<file path="src/rtl/rqd_pkg.sv">
package rqd_pkg;
    localparam int ROW_LANES    = 3;
    localparam int COL_LANES    = 5;
    localparam int WIN_LEN      = 8;
    localparam int COLOP_W      = 23;
    localparam int RQ_W         = ROW_LANES + COL_LANES;
    localparam int ROW_PKT_W    = ROW_LANES * WIN_LEN;
    localparam int COL_STREAM_W = COL_LANES * WIN_LEN;
    localparam int AUX_W        = COL_STREAM_W - COLOP_W;

    typedef enum logic [0:0] {
        ST_HUNT = 1'b0,
        ST_FILL = 1'b1
    } frm_state_t;
endpackage

</file>
<file path="src/rtl/rqd_framer.sv">
module rqd_framer
    import rqd_pkg::*;
#(
    parameter int WIN = WIN_LEN
) (
    input  logic clk,
    input  logic rst,
    input  logic frame_i,
    output logic shift_o,
    output logic done_o
);
    localparam int CNT_W = (WIN > 2) ? $clog2(WIN) : 1;
    localparam logic [CNT_W-1:0] LAST_SLOT = CNT_W'(WIN - 1);
    localparam logic [CNT_W-1:0] FIRST_NEXT = CNT_W'(1);

    frm_state_t       state_q;
    frm_state_t       state_d;
    logic [CNT_W-1:0] slot_q;

    // next-state decision
    always_comb begin
        state_d = state_q;
        unique case (state_q)
            ST_HUNT: begin
                if (frame_i) state_d = ST_FILL;
            end
            ST_FILL: begin
                if (frame_i)                 state_d = ST_FILL;
                else if (slot_q == LAST_SLOT) state_d = ST_HUNT;
                else                          state_d = ST_FILL;
            end
            default: state_d = ST_HUNT;
        endcase
    end

    // state register
    always_ff @(posedge clk) begin
        if (rst) state_q <= ST_HUNT;
        else     state_q <= state_d;
    end

    // slot index of the sample expected on the next edge
    always_ff @(posedge clk) begin
        if (rst)                    slot_q <= '0;
        else if (frame_i)           slot_q <= FIRST_NEXT;
        else if (state_q == ST_FILL) slot_q <= slot_q + FIRST_NEXT;
    end

    // outputs of the machine
    always_comb begin
        shift_o = 1'b0;
        done_o  = 1'b0;
        unique case (state_q)
            ST_HUNT: begin
                shift_o = frame_i;
            end
            ST_FILL: begin
                shift_o = 1'b1;
                done_o  = !frame_i && (slot_q == LAST_SLOT);
            end
            default: begin
                shift_o = 1'b0;
                done_o  = 1'b0;
            end
        endcase
    end
endmodule

</file>
<file path="src/rtl/rqd_lane_shift.sv">
module rqd_lane_shift #(
    parameter int LANES = 3,
    parameter int DEPTH = 8
) (
    input  logic                   clk,
    input  logic                   rst,
    input  logic                   shift_i,
    input  logic [LANES-1:0]       lanes_i,
    output logic [LANES*DEPTH-1:0] word_o
);
    localparam int HIST_W = LANES * (DEPTH - 1);

    logic [HIST_W-1:0] hist_q;

    generate
        if (DEPTH > 2) begin : g_deep
            always_ff @(posedge clk) begin
                if (rst)          hist_q <= '0;
                else if (shift_i) hist_q <= {hist_q[HIST_W-LANES-1:0], lanes_i};
            end
        end else begin : g_single
            always_ff @(posedge clk) begin
                if (rst)          hist_q <= '0;
                else if (shift_i) hist_q <= lanes_i;
            end
        end
    endgenerate

    // earlier samples sit above the one being taken now
    assign word_o = {hist_q, lanes_i};
endmodule

</file>
<file path="src/rtl/rqd_pkt_reg.sv">
module rqd_pkt_reg
    import rqd_pkg::*;
#(
    parameter int ROW_W   = ROW_PKT_W,
    parameter int COL_W   = COL_STREAM_W,
    parameter int OP_W    = COLOP_W,
    parameter int ROW_TAG = ROW_PKT_W - 1
) (
    input  logic                 clk,
    input  logic                 rst,
    input  logic                 done_i,
    input  logic [ROW_W-1:0]     row_word_i,
    input  logic [COL_W-1:0]     col_word_i,
    output logic [ROW_W-1:0]     row_pkt_o,
    output logic                 row_vld_o,
    output logic                 row_is_act_o,
    output logic [OP_W-1:0]      colop_pkt_o,
    output logic                 colop_vld_o,
    output logic [COL_W-OP_W-1:0] aux_pkt_o,
    output logic                 aux_vld_o,
    output logic                 aux_is_ext_o
);
    localparam int AW = COL_W - OP_W;

    always_ff @(posedge clk) begin
        if (rst) begin
            row_pkt_o    <= '0;
            row_is_act_o <= 1'b0;
            colop_pkt_o  <= '0;
            aux_pkt_o    <= '0;
            aux_is_ext_o <= 1'b0;
        end else if (done_i) begin
            row_pkt_o    <= row_word_i;
            row_is_act_o <= row_word_i[ROW_TAG];
            colop_pkt_o  <= col_word_i[COL_W-1:AW];
            aux_pkt_o    <= col_word_i[AW-1:0];
            aux_is_ext_o <= col_word_i[AW-1];
        end
    end

    always_ff @(posedge clk) begin
        if (rst) begin
            row_vld_o   <= 1'b0;
            colop_vld_o <= 1'b0;
            aux_vld_o   <= 1'b0;
        end else begin
            row_vld_o   <= done_i;
            colop_vld_o <= done_i;
            aux_vld_o   <= done_i;
        end
    end
endmodule

</file>
<file path="src/rtl/rqd_top.sv">
module rqd_top
    import rqd_pkg::*;
#(
    parameter int ROW_N = ROW_LANES,
    parameter int COL_N = COL_LANES,
    parameter int WIN   = WIN_LEN,
    parameter int OP_W  = COLOP_W
) (
    input  logic                     clk,
    input  logic                     rst,
    input  logic                     frame_i,
    input  logic [ROW_N+COL_N-1:0]   rq_i,
    output logic [ROW_N*WIN-1:0]     row_pkt_o,
    output logic                     row_vld_o,
    output logic                     row_is_act_o,
    output logic [OP_W-1:0]          colop_pkt_o,
    output logic                     colop_vld_o,
    output logic [COL_N*WIN-OP_W-1:0] aux_pkt_o,
    output logic                     aux_vld_o,
    output logic                     aux_is_ext_o
);
    localparam int RQ_BITS = ROW_N + COL_N;
    localparam int RW      = ROW_N * WIN;
    localparam int CW      = COL_N * WIN;

    logic          shift;
    logic          done;
    logic [RW-1:0] row_word;
    logic [CW-1:0] col_word;

    rqd_framer #(.WIN(WIN)) u_framer (
        .clk     (clk),
        .rst     (rst),
        .frame_i (frame_i),
        .shift_o (shift),
        .done_o  (done)
    );

    rqd_lane_shift #(.LANES(ROW_N), .DEPTH(WIN)) u_row_shift (
        .clk     (clk),
        .rst     (rst),
        .shift_i (shift),
        .lanes_i (rq_i[RQ_BITS-1:COL_N]),
        .word_o  (row_word)
    );

    rqd_lane_shift #(.LANES(COL_N), .DEPTH(WIN)) u_col_shift (
        .clk     (clk),
        .rst     (rst),
        .shift_i (shift),
        .lanes_i (rq_i[COL_N-1:0]),
        .word_o  (col_word)
    );

    rqd_pkt_reg #(
        .ROW_W   (RW),
        .COL_W   (CW),
        .OP_W    (OP_W),
        .ROW_TAG (RW - 1)
    ) u_out (
        .clk          (clk),
        .rst          (rst),
        .done_i       (done),
        .row_word_i   (row_word),
        .col_word_i   (col_word),
        .row_pkt_o    (row_pkt_o),
        .row_vld_o    (row_vld_o),
        .row_is_act_o (row_is_act_o),
        .colop_pkt_o  (colop_pkt_o),
        .colop_vld_o  (colop_vld_o),
        .aux_pkt_o    (aux_pkt_o),
        .aux_vld_o    (aux_vld_o),
        .aux_is_ext_o (aux_is_ext_o)
    );
endmodule

</file>
<file path="config.mk">
export PLATFORM = sky130hd
export DESIGN_NAME = rqd_top
export DESIGN_NICKNAME = d
export VERILOG_FILES = /design/src/rtl/rqd_pkg.sv /design/src/rtl/rqd_framer.sv /design/src/rtl/rqd_lane_shift.sv /design/src/rtl/rqd_pkt_reg.sv /design/src/rtl/rqd_top.sv
export SDC_FILE = /design/constraint.sdc
export NUM_CORES = 1
export LEC_CHECK = 0
export BUFFER_PORTS_ARGS = -buffer_cell sky130_fd_sc_hd__buf_2
export CAP_MARGIN = 10
export CELL_PAD_IN_SITES_DETAIL_PLACEMENT = 1
export CELL_PAD_IN_SITES_GLOBAL_PLACEMENT = 2
export CORE_MARGIN = 3
export CORE_UTILIZATION = 36
export DETAILED_ROUTE_END_ITERATION = 10
export MAX_ROUTING_LAYER = met4
export PLACE_DENSITY_LB_ADDON = 0.1
export SLEW_MARGIN = 20
export SYNTH_ARGS = -nofsm -noshare
export SYNTH_HDL_FRONTEND = slang
export SYNTH_SLANG_ARGS = --single-unit
export TNS_END_PERCENT = 20
</file>
<file path="constraint.sdc">
create_clock -name clk -period 2 [get_ports clk]
set_input_delay 0.1 -clock clk [delete_from_list [all_inputs] [get_ports clk]]
set_output_delay 0.1 -clock clk [all_outputs]
set_load 0.005 [all_outputs]
</file>
### Word-level counts from Yosys, hierarchy flattened

Index checks and enable logic that the tools add are counted.

| storage, ports and cells | value |
|---|---|
| output and inout port bits | 69 |
| logic and storage cells | 26 |
| flip-flop bits (word level) | 127 |
| input port bits | 11 |

| operators by class | value |
|---|---|
| add/subtract/negate cells | 1 |
| reductions and logical operators | 4 |
| bitwise gates (word level) | 1 |
| equality and inequality tests | 1 |
| multiplexer cells | 8 |

Operator list:

| kind | count |
|---|---|
| two-way mux 1 bit | 6 |
| case mux 1 bit (2 select lines) | 2 |
| adder 3 x 1 -> 3 bit (second input constant) | 1 |
| == test 3 bit (second input constant) | 1 |
| nonzero test 2 bit | 1 |
| OR reduction 2 bit | 1 |
| logical AND 1 bit | 1 |
| logical NOT 1 bit | 1 |
| NOT 1 bit | 1 |

### Depth between registers and ports, before layout

Gate-level depths: netlist of the first run.

| logic depth | value |
|---|---|
| word-level depth | 4 |
| mapped depth | 6 |
| gate-level depth less buffers | 4 |

### Cells and area by module

Synthesis of the first run repeated with hierarchy kept, for this count alone.

| unflattened totals | value |
|---|---|
| cell total of the unflattened synthesis | 419 |
| area, all modules | 4608.2 um^2 |

By module, submodules not included:

| module | cells an instance | times used | seq. area each (um^2) | area each (um^2) |
|---|---|---|---|---|
| rqd_pkt_reg | 212 | 1 | 1301.2 | 2341.0 |
| rqd_lane_shift (u_col_shift) | 118 | 1 | 700.7 | 1310.0 |
| rqd_lane_shift (u_row_shift) | 71 | 1 | 420.4 | 774.5 |
| rqd_framer | 18 | 1 | 80.1 | 182.7 |

### Worst setup path before layout of the first run

Ideal clock, no wire load.

| path | value |
|---|---|
| path kind | flip-flop to flip-flop |
| start point | reg u_framer.slot_q[0] |
| end point | reg u_out.aux_pkt_o[0] |
| required time | 1.880 ns |
| setup slack | 0.617 ns |
| setup time | 0.120 ns |
| path buffers | 2 |
| cell stages (with the launch flop) | 7 |
| period minus slack after synthesis | 1.383 ns |
| data arrival time | 1.264 ns |
| path through | dfxtp_1 > ha_1 > ha_1 > and3b_1 > buf_4 > buf_6 > mux2i_1 |

| on the way | value |
|---|---|
| cells in the longest elaborated chain, start to end | 3 |

Ends and longest elaborated chain:

| what | line | RTL |
|---|---|---|
| start, declared | rqd_framer.sv:18 | `logic [CNT_W-1:0] slot_q;` |
| start signal, assigned | rqd_framer.sv:46 | `else if (state_q == ST_FILL) slot_q <= slot_q + FIRST_NEXT;` |
| == test 3 bit | rqd_framer.sv:59 | `done_o = !frame_i && (slot_q == LAST_SLOT);` |
| logical AND 1 bit | rqd_framer.sv:59 |  |
| two-way mux 1 bit | rqd_framer.sv:53 | `unique case (state_q)` |
| end signal, assigned | rqd_pkt_reg.sv:36 | `aux_pkt_o <= col_word_i[AW-1:0];` |
| end, declared | rqd_pkt_reg.sv:19 | `output logic [COL_W-OP_W-1:0] aux_pkt_o,` |

Every way passes these cells.
A chain may end at the register's enable or synchronous reset.

### Worst setup path after layout of the first run

| path | value |
|---|---|
| start point | reg u_framer.slot_q[0] |
| end point | reg u_out.row_pkt_o[15] |

| on the way | value |
|---|---|
| cells in the longest elaborated chain, start to end | 3 |

Ends and longest elaborated chain:

| what | line | RTL |
|---|---|---|
| == test 3 bit | rqd_framer.sv:59 |  |
| logical AND 1 bit | rqd_framer.sv:59 |  |
| two-way mux 1 bit | rqd_framer.sv:53 |  |
| end signal, assigned | rqd_pkt_reg.sv:33 | `row_pkt_o <= row_word_i;` |
| end, declared | rqd_pkt_reg.sv:14 | `output logic [ROW_W-1:0] row_pkt_o,` |

Every way passes these cells.

==> results of run 1 <==
[power groups by stage]
stage	logic [mW]	clock network, mW	registers, mW
after floorplan	0.199	0	2.59
after global placement	0.235	0	2.61
after detailed placement	0.240	0	2.61
after CTS	0.254	3.09	2.56
after global routing	0.279	3.20	2.56
final	0.247	3.00	2.56
[critical path, stage by stage, from the launching register on]
cell	delay, ns
dfxtp_1	0.35
ha_1	0.16
ha_1	0.18
and3b_4	0.24
buf_12	0.25
mux2i_1	0.24
[worst min-delay path by stage]
stage | cells past startpoint | endpoint | slack [ns] | startpoint
floorplan | 2 | u_out.aux_pkt_o[0] | 0.26 | rq_i[0]
global placement | 3 | u_out.row_pkt_o[0] | 0.37 | rq_i[5]
detailed placement | 3 | u_out.aux_pkt_o[3] | 0.39 | rq_i[3]
CTS | 3 | u_out.aux_pkt_o[11] | 0.09 | rst
global route | 3 | u_out.aux_pkt_o[11] | 0.11 | rst
finish | 3 | u_out.aux_pkt_o[13] | 0.10 | rst
[area by class of cell]
cell class	count	area, sq um
Fill cell	1646	8100
Clock inverter	6	55.1
Sequential cell	125	2510
Multi-Input combinational cell	373	2590
Inverter	1	3.75
Tap cell	184	230
Clock buffer	26	529
Timing Repair Buffer	96	623
[cells in the final DEF (no fill, tap or decap), types with 6 or more instances in the layout]
cell           count
dfxtp_1          124
nand2b_1         129
dlygate4sd3_1      8
clkbuf_16         17
a21oi_1           58
or3b_1            56
buf_12             6
clkbuf_8           7
mux2i_1           66
o21ai_0           56
buf_2             77
[metal layers]
| layer | vias up | global-route usage | share of wire |
|---|---|---|---|
| met5 | - | - | 0 |
| met4 | 0 | 0.0556 | 0.012 |
| met3 | 12 | 0.0452 | 0.038 |
| met2 | 58 | 0.237 | 0.47 |
| met1 | 1883 | 0.194 | 0.48 |
| li1 | 2014 | - | - |
[logic make-up (layout without fill, tap and decap cells)]
| kind of cell | count (synthesis) | after routing |
|---|---|---|
| AOI/OAI and AO/OA | 114 | 114 |
| muxes | 66 | 66 |
| xor gates and xnor gates | 1 | 1 |
| DFF | 125 | 125 |
| buffers and inverters | 59 | 129 |
| and+or+nand+nor | 190 | 190 |
| adders and majority gates | 2 | 2 |
[state kept, by name, indices dropped and copies added, names as in the netlist]
signal,count
u_out.aux_pkt_o,17
u_col_shift.hist_q,35
u_row_shift.hist_q,21
u_out.row_pkt_o,24
u_out.row_vld_o,1
u_out.colop_pkt_o,23
u_framer.state_q,1
u_framer.slot_q,3
[metrics by stage]
stage | util | hold WS (ns) | power [mW] | cells
after CTS | 0.447 | 0.0892 | 5.90 | 811
after floorplan | - | 0.255 | 2.79 | 557
final | 0.447 | 0.103 | 5.80 | 811
after global routing | 0.447 | 0.106 | 6.04 | 811
after detailed placement | 0.401 | 0.388 | 2.85 | 771
after global placement | 0.401 | 0.374 | 2.84 | 771
[timing repair]
item	in CTS	in global routing
endpoints found under the setup margin	0	0
hold buffers	8	0
hold endpoints to repair	16	0
==> flow_summary.yaml, run 1 <==
grt:
  track_usage: 0.155
  grt_pass1_vias: 4028
  grt_pass1_wl_microns: 20000
  gr-total-overflow: 0
  grt_max_degree: 80
  antenna_found_initial: 0
synthesis:
  yosysTopAreaCellShare: 0.462
  synth_cells: 557
  synth_most_common_cell: "nand2b_1"
  syn_nets: 570
  netlist_area_sq_mm: 0.00542
  yosysTopAreaCell: "dfxtp_1"
  synth-xor-area-share: 0.00162
  synth-compound-area-share: 0.105
  synth_area_leaders: "dfxtp_1 (46%), nand2b_1 (15%), mux2i_1 (12%)"
  ys_warn_count: 0
  synthMuxAreaShare: 0.122
  syn-mean-instance-area_sq_um: 9.73
  synth_simple_gate_area_frac: 0.244
  synth_common_cells: "nand2b_1 (129), dfxtp_1 (125), mux2i_1 (66), a21oi_1 (58)"
  synth_seq_cells: 125
  ys_seq_area_frac: 0.462
  synth_flop_cell: "dfxtp_1"
  async_flop_share: 0
  synth-edff-count: 0
  synth_top_family_by_area: "simple AND/OR/NAND/NOR gates"
  ys_types: 17
  yosys.area_share.adder: 0.00462
pwr:
  p_comb_frac: 0.043
  intPower_mw: 4.57
  peakVddDrop_mv: 0.597
  p_per_area_mw_per_mm2: 887
  p_switching_mw: 1.24
  p_clk_frac: 0.516
  power.share.sequential: 0.441
  power_leakage_nw: 2.32
  switching_share: 0.213
setup_path:
  crit_type: "reg2reg"
  start_kind: "register"
  r2r_start: "u_framer.slot_q[0]"
  critical_path.startpoint: "u_framer.slot_q[0]"
  reg2regPathDepth: 5
  arrival_ns: 1.85
  end_kind: "register"
  r2r_slack_ns: 0.48
  cp.required_ns: 2.33
  worstReg2RegEnd: "u_out.row_pkt_o[15]"
  path_max_fanout: 32
  crit_end: "u_out.row_pkt_o[15]"
timing:
  finalHoldViolations: 0
  skew_ns: 0.00399
  layout_setup_ws_ns: 0.483
  maxSlewViolCount: 0
  max_freq_mhz: 659
  fin_crit_sh: 0.759
  min_period_ns: 1.52
  setup_tns_ns: 0
  rsz0062_at_grt: "false"
  setup_viol: 0
  worstMarginPinSlew_ns: 0.390
  maxSlewHeadroom: 0.737
floorplan:
  core_sq_mm: 0.0146
  start_util: 0.370
  die_x_microns: 129
  pin_count: 80
  row_count: 44
  die_area_sq_mm: 0.0166
  die_h_microns: 129
cts:
  clock_sinks: 125
  cts_made_buffers: 17
  insertion_delay_ns: 0.41
  cts_resized: 0
  cts.path.max_buffers: 2
  htree_levels: 4
  post_cts_buffers: 0
  cts_root_buf: "clkbuf_16"
  clk_pin_slew_worst_paths_ns: 0.05
  cts_tree: "built"
detailed_routing:
  drt_wl_total_microns: 11800
  wl_per_cell_microns: 14.6
  vias: 3967
  dr.pass1.iters: 4
  viasPerCell: 4.89
  drc: 0
  drtIter0Drc: 257
  final_antenna_net_count: 0
placement:
  dpl_cell_area_sq_mm: 0.00588
  gp_congestion: 0.708
  port_buffers: 79
  dp_hpwl_microns: 7160
  dp_slack_ns: 0.471
hold_path:
  min_path_type: "in2reg"
final_layout:
  drive_above_1_share: 0.191
  fin_area_sq_mm: 0.00654
  nets: 627
  num_antenna_cells: 0
  syn_to_final_growth_pct: 20.7
run:
  cap_violations: 0
status:
  outcome: "completed"
No activity file was read; power rests on OpenSTA's default activity.
==> inputs of run 2 (changes only) <==
--- a/config.mk
+++ b/config.mk
@@ -5,12 +5,13 @@
 export SDC_FILE = /design/constraint.sdc
 export NUM_CORES = 1
 export LEC_CHECK = 0
+export ABC_AREA = 1
 export BUFFER_PORTS_ARGS = -buffer_cell sky130_fd_sc_hd__buf_2
 export CAP_MARGIN = 10
 export CELL_PAD_IN_SITES_DETAIL_PLACEMENT = 1
 export CELL_PAD_IN_SITES_GLOBAL_PLACEMENT = 2
 export CORE_MARGIN = 3
-export CORE_UTILIZATION = 36
+export CORE_UTILIZATION = 28
 export DETAILED_ROUTE_END_ITERATION = 10
 export MAX_ROUTING_LAYER = met4
 export PLACE_DENSITY_LB_ADDON = 0.1
==> constraint.sdc (replaced) <==
create_clock -name clk -period 1.3 [get_ports clk]
set_input_delay 0.065 -clock clk [delete_from_list [all_inputs] [get_ports clk]]
set_output_delay 0.065 -clock clk [all_outputs]
set_load 0.005 [all_outputs]
==> run 2 against run 1 <==
Against the previous run:
- the run now ends with setup timing left
- count of clock-buffer cells in the layout fell by 4
- core utilization decreased by 5.1 points
- cell area is 0.59% higher
- global-route usage down 0.80 points
- hold slack worse by 0.083 ns
- final cell count increased by 24%
- non-clock buffer count up 19
- critical endpoint is now u_out.row_pkt_o[14]
- clock skew up 0.0055 ns
- worst setup slack lost 0.54 ns
- sequential share of layout area shrank 0.24 points
- clock power increased by 77%
==> flow_summary.yaml, run 2 <==
status:
  outcome: "finished with violations"
  failed_checks: "setup timing"
final_layout:
  fillers: 2068
  syn_to_final_growth_pct: 37.7
  final_common_cell: "nor2_1"
  drive_above_1_share: 0.246
  mostFrequentLayoutCells: "nor2_1 (222), dfxtp_1 (123), nand2_1 (108)"
  ff_latch_area_sq_mm: 0.00250
  largest_reg_flops: 35
  fin_area_sq_mm: 0.00658
  reg.largest.list: "u_col_shift.hist_q x35, u_out.row_pkt_o x24, u_out.colop_pkt_o x23"
  num_antenna_cells: 0
  multi_input_comb_area_sq_mm: 0.00192
  largest-register: "u_col_shift.hist_q"
  nets: 783
timing:
  max_freq_mhz: 735
  worstMarginPinSlew_ns: 0.276
  skew_ns: 0.00950
  fin_crit_sh: 1.05
  rsz0062_at_grt: "true"
  maxSlewHeadroom: 0.814
  finalHoldViolations: 0
  layout_setup_ws_ns: -0.0610
  setup_viol: 63
  min_period_ns: 1.36
  maxSlewViolCount: 0
pwr:
  peakVddDrop_mv: 0.952
  p_per_area_mw_per_mm2: 1500
  intPower_mw: 7.76
  switching_share: 0.212
  p_switching_mw: 2.09
  p_clk_frac: 0.539
  p_comb_frac: 0.046
  power.share.sequential: 0.416
  power_leakage_nw: 3.47
  total_power_mw: 9.85
synthesis:
  synth_flop_cell: "dfxtp_1"
  synth_area_leaders: "dfxtp_1 (52%), nor2_1 (19%), nand2_1 (10%)"
  yosysTopAreaCell: "dfxtp_1"
  synth_cells: 679
  synth_common_cells: "nor2_1 (246), nand2_1 (131), dfxtp_1 (125), inv_1 (68), o21ai_0 (53)"
  synth-edff-count: 0
  yosysTopAreaCellShare: 0.524
  syn-mean-instance-area_sq_um: 7.04
  async_flop_share: 0
  synth_most_common_cell: "nor2_1"
  netlist_area_sq_mm: 0.00478
  synth_seq_cells: 125
  ys_warn_count: 0
  ys_seq_area_frac: 0.524
  ys_types: 17
  syn_nets: 692
setup_path:
  cp.required_ns: 1.60
  reg2regPathDepth: 8
  crit_type: "reg2reg"
  worstReg2RegEnd: "u_out.row_pkt_o[14]"
  r2r_slack_ns: -0.06
  start_kind: "register"
  arrival_ns: 1.66
  r2r_start: "u_framer.slot_q[1]"
  end_kind: "register"
  path_max_fanout: 9
hold_path:
  holdPathEnd: "u_framer.state_q"
  holdCritStartpoint: "frame_i"
  holdPathStages: 3
  min_path_type: "in2reg"
grt:
  gr-total-overflow: 0
  grt_pass1_vias: 4299
  track_usage: 0.147
  grt_pass1_wl_microns: 21000
  antenna_found_initial: 0
  grt_max_degree: 49
floorplan:
  die_h_microns: 137
  die_area_sq_mm: 0.0187
  core_sq_mm: 0.0166
  pin_count: 80
  start_util: 0.287
  row_count: 47
  die_x_microns: 137
detailed_routing:
  drtIter0Drc: 165
  dr.pass1.iters: 4
  wl_per_cell_microns: 13.1
  final_antenna_net_count: 0
  drt_wl_total_microns: 13200
  drc: 0
  vias: 4210
  viasPerCell: 4.20
cts:
  clock_sinks: 125
  clk_pin_slew_worst_paths_ns: 0.06
  insertion_delay_ns: 0.41
  cts.path.max_buffers: 2
  htree_levels: 4
  cts_tree: "built"
  cts_root_buf: "clkbuf_16"
  cts_made_buffers: 17
placement:
  dp_hpwl_microns: 7860
  port_buffers: 79
  gp_congestion: 0.723
  dpl_cell_area_sq_mm: 0.00542
run:
  cap_violations: 0
## run 2: critical path, stage by stage (launching register included)
cell and delay (ns):
dfxtp_2 0.34, ha_4 0.16, ha_4 0.16, nand3_4 0.09, buf_12 0.18, clkbuf_16 0.17
nand2_1 0.05, nand2_1 0.05, nor2_1 0.05
## run 2: routing by layer
layer  vias up  wire length (microns)  GRT usage
li1       2198                      -          -
met1      1931                   6240      0.177
met2        66                   6180      0.233
met3        15                    574     0.0408
met4         0                    197     0.0560
met5         -                      0          -
## run 2: power by group through the flow
stage,Combinational [mW],Sequential [mW],Clock (mW)
after floorplan,0.282,4.13,0
after global placement,0.416,4.16,0
after detailed placement,0.424,4.17,0
after CTS,0.450,4.09,5.46
after global routing,0.520,4.11,5.63
final,0.449,4.09,5.31
## run 2: cells by family after synthesis
| kind of cell | after synthesis | synth area share |
|---|---|---|
| adders and majority gates | 2 | 0.00524 |
| buffers and inverters | 113 | 0.108 |
| DFF | 125 | 0.524 |
| and+or+nand+nor | 380 | 0.301 |
| AOI/OAI and AO/OA | 59 | 0.0623 |
## run 2: repair_timing
item                                   CTS  global route
setup endpoints to repair               64            64
buffers inserted                         4             2
pin swaps                                1             4
hold buffers                             9             0
resized for setup                       20            40
gates cloned                             2             6
endpoints found under the hold margin   20             0
## run 2: area by class of cell
cell class,instances,area share
sequential,125,0.381
multi-input combinational,441,0.292
timing repair buffer,115,0.144
clock buffer,22,0.0736
tap,220,0.0418
inverter,70,0.0401
clock inverter,10,0.0280
## run 2: worst max path at each step
stage | from | to | slack (ns) | cells past startpoint
3_5_place_dp | u_framer.slot_q[0] | u_out.row_pkt_o[4] | -0.14 | 7
3_3_place_gp | u_framer.slot_q[0] | u_out.aux_pkt_o[6] | -0.11 | 7
6_report | u_framer.slot_q[1] | u_out.row_pkt_o[14] | -0.06 | 8
2_1_floorplan | u_framer.slot_q[0] | u_out.aux_pkt_o[0] | -0.003 | 7
4_1_cts | u_framer.slot_q[1] | u_out.row_pkt_o[16] | -0.06 | 8
5_1_grt | u_framer.slot_q[1] | u_out.colop_pkt_o[16] | -0.14 | 7
## run 2: metrics by stage
step                TNS, ns   util  setup WS [ns]  hold slack [ns]  std cells
CTS                  -0.904  0.380        -0.0550          0.00176        995
floorplan            -0.130      -       -0.00257            0.137        679
detailed placement    -5.52  0.326         -0.137            0.318        948
finish                -2.07  0.395        -0.0610           0.0207       1003
global placement      -4.26  0.326         -0.109            0.310        948
global route          -6.32  0.395         -0.142           0.0244       1003
